File: config.mk
export PLATFORM = sky130hd
export DESIGN_NAME = wake_duty_timer
export DESIGN_NICKNAME = d
export VERILOG_FILES = /design/src/rtl/wkt_pkg.sv /design/src/rtl/wkt_datapath.sv /design/src/rtl/wkt_control.sv /design/src/rtl/wake_duty_timer.sv
export SDC_FILE = /design/constraint.sdc
export NUM_CORES = 1
export LEC_CHECK = 0
export BUFFER_PORTS_ARGS = -buffer_cell sky130_fd_sc_hd__buf_2
export CAP_MARGIN = 30
export CORE_MARGIN = 8
export CORE_UTILIZATION = 58
export DETAILED_ROUTE_END_ITERATION = 8
export PLACE_DENSITY = 0.77
export SKIP_CTS_REPAIR_TIMING = 1
export SLEW_MARGIN = 10
export SYNTH_ARGS = -nofsm -noshare
export SYNTH_HDL_FRONTEND = slang
export SYNTH_HIERARCHICAL = 1
export SYNTH_SLANG_ARGS = --single-unit
File: constraint.sdc
create_clock -name clk -period 4 [get_ports clk]
set_input_delay 0.4 -clock clk [delete_from_list [all_inputs] [get_ports clk]]
set_output_delay 0.4 -clock clk [all_outputs]
set_load 0.1 [all_outputs]
File: src/rtl/wkt_pkg.sv
package wkt_pkg;
  typedef enum logic { T_IDLE = 1'b0, T_RUN = 1'b1 } tState_e;

  typedef struct packed {
    logic loadCnt;
    logic decCnt;
    logic frameClr;
    logic frameStep;
  } ctlStrobe_t;
endpackage

File: src/rtl/wkt_datapath.sv
module wkt_datapath
  import wkt_pkg::*;
#(
  parameter int MANT_W  = 8,
  parameter int EXP_W   = 5,
  parameter int DUTY_W  = 7,
  parameter int MAX_EXP = 29
) (
  input  logic              clk,
  input  logic              rstN,
  input  ctlStrobe_t        strobe,
  input  logic [MANT_W-1:0] mant,
  input  logic [EXP_W-1:0]  expo,
  input  logic [DUTY_W-1:0] dutyD,
  output logic              lastTick,
  output logic              onWin
);
  localparam int CNT_W = MANT_W + MAX_EXP + 1;
  localparam int CMP_W = (MANT_W > DUTY_W + 1) ? MANT_W : DUTY_W + 1;
  localparam logic [EXP_W-1:0] EXP_LIM = EXP_W'(MAX_EXP);

  logic [CNT_W-1:0]  cntQ;
  logic [CNT_W-1:0]  loadVal;
  logic [EXP_W-1:0]  expEff;
  logic [MANT_W-1:0] phaseQ;
  logic [CMP_W-1:0]  phaseExt;
  logic [CMP_W-1:0]  winLen;

  // Exponent clamp, then the shifted mantissa plus one latency tick
  always_comb begin
    expEff  = (int'(expo) > MAX_EXP) ? EXP_LIM : expo;
    loadVal = (CNT_W'(mant) << expEff) + CNT_W'(1);
  end

  always_ff @(posedge clk) begin
    if (!rstN)                 cntQ <= '0;
    else if (strobe.loadCnt)   cntQ <= loadVal;
    else if (strobe.decCnt)    cntQ <= cntQ - CNT_W'(1);
  end

  assign lastTick = (cntQ == CNT_W'(1));

  // Frame phase counter for duty-cycle mode
  always_ff @(posedge clk) begin
    if (!rstN)                 phaseQ <= '0;
    else if (strobe.frameClr)  phaseQ <= '0;
    else if (phaseQ >= mant)   phaseQ <= '0;
    else if (strobe.frameStep) phaseQ <= (phaseQ == mant - MANT_W'(1)) ? '0 : phaseQ + MANT_W'(1);
  end

  always_comb begin
    phaseExt = CMP_W'(phaseQ);
    winLen   = CMP_W'({dutyD, 1'b1});
    onWin    = phaseExt < winLen;
  end


  cntNoUnder_chk: assert property (@(posedge clk) disable iff (!rstN)
    strobe.decCnt |-> (cntQ != '0));


  phaseRange_chk: assert property (@(posedge clk) disable iff (!rstN)
    (!strobe.frameClr && $stable(mant) && phaseQ < mant) |=> (phaseQ < mant));
endmodule

File: src/rtl/wkt_control.sv
module wkt_control
  import wkt_pkg::*;
#(
  parameter int MANT_W = 8
) (
  input  logic              clk,
  input  logic              rstN,
  input  logic              tick,
  input  logic [MANT_W-1:0] mant,
  input  logic              timerEn,
  input  logic              dutyEn,
  input  logic              goodSig,
  input  logic              statusClr,
  input  logic              lastTick,
  input  logic              onWin,
  output ctlStrobe_t        strobe,
  output logic              wakeFlag,
  output logic              rxEn
);
  tState_e stateQ;
  logic    enPrev;
  logic    holdQ;
  logic    mantNz;
  logic    armNow;
  logic    expire;
  logic    dutyActive;

  always_comb begin
    mantNz           = (mant != '0);
    armNow           = timerEn && !enPrev && mantNz;
    strobe.loadCnt   = armNow;
    strobe.decCnt    = (stateQ == T_RUN) && timerEn && tick && !armNow;
    expire           = strobe.decCnt && lastTick;
    dutyActive       = dutyEn && mantNz;
    strobe.frameClr  = !dutyActive;
    strobe.frameStep = dutyActive && tick;
    rxEn             = dutyActive && (onWin || holdQ);
  end

  always_ff @(posedge clk) begin
    if (!rstN) begin
      stateQ   <= T_IDLE;
      enPrev   <= 1'b0;
      wakeFlag <= 1'b0;
      holdQ    <= 1'b0;
    end else begin
      enPrev <= timerEn;
      if (armNow)                                       stateQ <= T_RUN;
      else if (stateQ == T_RUN && (!timerEn || expire)) stateQ <= T_IDLE;
      if (expire)         wakeFlag <= 1'b1;
      else if (statusClr) wakeFlag <= 1'b0;
      holdQ <= rxEn && goodSig;
    end
  end


  flagHold_chk: assert property (@(posedge clk) disable iff (!rstN)
    (wakeFlag && !statusClr) |=> wakeFlag);


  flagClr_chk: assert property (@(posedge clk) disable iff (!rstN)
    (statusClr && !expire) |=> !wakeFlag);


  oneShot_chk: assert property (@(posedge clk) disable iff (!rstN)
    expire |=> (stateQ == T_IDLE));


  noWakeOff_chk: assert property (@(posedge clk) disable iff (!rstN)
    (!timerEn && !wakeFlag) |=> !wakeFlag);


  rxOff_chk: assert property (@(posedge clk) disable iff (!rstN)
    (!dutyEn || !mantNz) |-> !rxEn);
endmodule

File: src/rtl/wake_duty_timer.sv
module wake_duty_timer
  import wkt_pkg::*;
#(
  parameter int MANT_W  = 8,
  parameter int EXP_W   = 5,
  parameter int DUTY_W  = 7,
  parameter int MAX_EXP = 29
) (
  input  logic              clk,
  input  logic              rstN,
  input  logic              tick,
  input  logic [MANT_W-1:0] mant,
  input  logic [EXP_W-1:0]  expo,
  input  logic [DUTY_W-1:0] dutyD,
  input  logic              timerEn,
  input  logic              dutyEn,
  input  logic              goodSig,
  input  logic              statusClr,
  output logic              wakeFlag,
  output logic              rxEn
);
  ctlStrobe_t strobe;
  logic       lastTick;
  logic       onWin;

  wkt_control #(.MANT_W(MANT_W)) uCtl (
    .clk(clk), .rstN(rstN), .tick(tick), .mant(mant),
    .timerEn(timerEn), .dutyEn(dutyEn), .goodSig(goodSig),
    .statusClr(statusClr), .lastTick(lastTick), .onWin(onWin),
    .strobe(strobe), .wakeFlag(wakeFlag), .rxEn(rxEn)
  );

  wkt_datapath #(.MANT_W(MANT_W), .EXP_W(EXP_W), .DUTY_W(DUTY_W), .MAX_EXP(MAX_EXP)) uDp (
    .clk(clk), .rstN(rstN), .strobe(strobe), .mant(mant), .expo(expo),
    .dutyD(dutyD), .lastTick(lastTick), .onWin(onWin)
  );


  resetQuiet_chk: assert property (@(posedge clk) $past(!rstN) |-> (!wakeFlag));
endmodule

==> impl_results.md <==
* Clk sinks at 50
* CTS tree: done
* First-pass GRT wire length at 18700 um
* Largest net degree at the start of global routing at 33
* Slowest CP cell: dfxtp_1
* Die ar. at 0.0101 mm2
* Worst-margin pin slew at 828 ps
* FP Rows at 31
* Slew Limit Fails at 0
* Via/cell ratio at 6.29
* Cell area power density at 281 mW/mm2
* Final hold vios at 0
* Critical Path Max Stage Delay at 530 ps
* Max Cap Violations at 0
* Setup TNS at 0 ps
* Die Y at 101 um
* Starting DRT DRC Count at 368
* Core Box Area at 0.00710 mm2
* Port bufs at 28
* Min cycle time layout at 3180 ps
* Most common cell after layout, fill and taps aside: nor2_1
* Mapped Cells at 544
* Worst path buffer plus inverter count at 1
* Vias in the first global route at 3864
* Synthesized area at 0.00414 mm2
* Initial antenna violation count at 0
* EDFF count, synth at 0
* Critical path peak fanout at 8
* Final Cycle Share at 79.5%
* CTS H-tree lvls at 2
* Final Core Density at 61.9%
* Vias at 4103
* Largest family of logic cells by synthesized area: simple AND/OR/NAND/NOR gates
* Min-Delay Path Class: input pin to flop
* Final setup viols at 0
* Worst slew margin at 44.4%
* Drt pass-1 iters at 5
* WL per Instance at 16.9 um
* Layout area overhead at 6.10%
* Number of remaining DRC errors at 0
* CP startpoint kind: flop
* All-Layer GR Usage at 22.5%
* Clk_lat worst skew at 310 ps
* Clock skew at 8.00 ps
* Place WS at 806 ps
* Clk root buf: clkbuf_8
* Sequential area share after synthesis at 24.2%
* Worst vdd ir at 0.207 mV
* Die Width at 101 um
* Adder-cell share of the synthesized area at 6.04%
* Post-synth ARST share at 0%
* Fin nets at 599
* Syn Nets at 591
* Ordered cell list for the critical path: ha_1, a21o_1, a21o_1, a21o_1, a21o_1, a21oi_1, nor2_1, a211oi_1, nor2_1, nor2_1, buf_2
* CP Depth at 11
* RD Place Congestion at 0.923
* Most frequent cells in the layout: nor2_1, dfxtp_1, nand2_1
* Grt ovf at 0
* Clock buffer count from CTS at 5
* F_max at 315 MHz
* Number of synthesized register bits at 50
* Clock transition at path regs at 100 ps
* Worst hold margin at 298 ps
* Boundary Pins at 29
* Post-synthesis compound-gate area fraction at 21.7%
* RSZ-0062 raised after global routing: false
* Initial Util at 58.4%
* Outcome: finished clean
* Family with the most delay on the worst path: compound AO/OA/AOI/OAI gates
* Leakage at 1.76 nW
* CP Data Required Time at 3600 ps
* Synth Warn # at 6
* Max Root-Sink Buffers at 2
* Most frequent CP cell: a21o_1
* Avg Inst Size Synth at 7.62 um2
* Worst path arrival time at 2780 ps
* WL final at 11000 um
* Share of cells above drive strength 1 at 11.0%
* Setup ws final at 821 ps
* Worst hold path depth at 3
* Tot Pwr at 1.23 mW
* Post-DP HPWL at 8260 um
* Crit Path Class: flop to primary output
* Simple-Gate Fraction of Synth Area at 27.5%
* Multiplexer share of the synthesized area at 3.77%
* Inserted Diodes at 0
* Fillers at 653
* Crit. End Element: primary output
* R2R depth at 5
* Main synth FF type: dfxtp_1
* Post-Synth XOR/XNOR Area at 11.0%
* Synth cell types at 73
* Remaining antenna violation count at 0
-- per-stage QoR --
step,instances,cell area (um2)
3_3_place_gp,644,4280
6_report,652,4400
3_5_place_dp,644,4280
5_1_grt,652,4400
2_1_floorplan,544,4140
4_1_cts,652,4400
-- state kept, by name, summed over array words and instances (netlist names) --
signal,cells
uDp/phaseExt,8
uDp/cntQ,38
uCtl/holdQ,1
uCtl/enPrev,1
uCtl/wakeFlag,1
uCtl/stateQ,1
-- tightest hold or removal path: stages --
cell and delay, ps:
buf_2 90, nand2_1 40, nor3_1 30
-- per-layer routing --
layer  up-vias  part of all wire [%]  global-route usage (%)
li1       1982                     -                       -
met1      1913                    48                    30.8
met2       174                    43                    35.1
met3        34                   6.5                    3.45
met4         0                   2.4                    7.56
met5         -                     0                       0
-- worst paths after layout --
path,startpoint,to,slack (ps)
setup / recovery,uDp/phaseExt[1],rxEn,820
hold / removal,goodSig,uCtl/holdQ,300
setup reg to reg,uCtl/enPrev,uDp/cntQ[35],1250
hold reg to reg,uCtl/wakeFlag,uCtl/wakeFlag,520
-- power breakdown --
group	internal (mW)	total (mW)	switching [mW]	leakage [nW]
logic	0.108	0.304	0.196	1.29
registers	0.517	0.537	0.0200	0.408
clock network	0.206	0.393	0.187	0.0618
total	0.831	1.23	0.403	1.76
-- cells in the mapped netlist, drive strengths merged (10+ instances only) --
cell type	number	share of area (%)
nand2	46	4.2
ha	20	6.0
nor3	24	3.0
nand3	22	3.0
clkbuf	18	1.8
xnor2	28	5.9
nor4	14	2.9
o21ai	25	3.0
mux2i	11	3.0
xor2	24	5.1
o22ai	14	2.1
inv	24	2.2
a211oi	13	2.5
nor2	64	5.8
dfxtp	50	24
buf	10	1.6
a21oi	28	3.4
-- logic make-up after synthesis --
group	Yosys count
AOI/OAI and AO/OA	133
DFF	50
muxes	14
and+or+nand+nor	220
buffers and inverters	55
xor gates and xnor gates	52
adders and majority gates	20
-- layout make-up --
type,count,area (um2),area share [%]
inverters,27,101,2.31
flip-flops and latches,50,1000,22.8
clock inverters,2,38.8,0.882
well taps,99,124,2.82
clock buffers,6,82.6,1.88
multi-input cells,439,2900,66.0
repair buffers,29,148,3.36
Power figures use the tool's default switching activity.
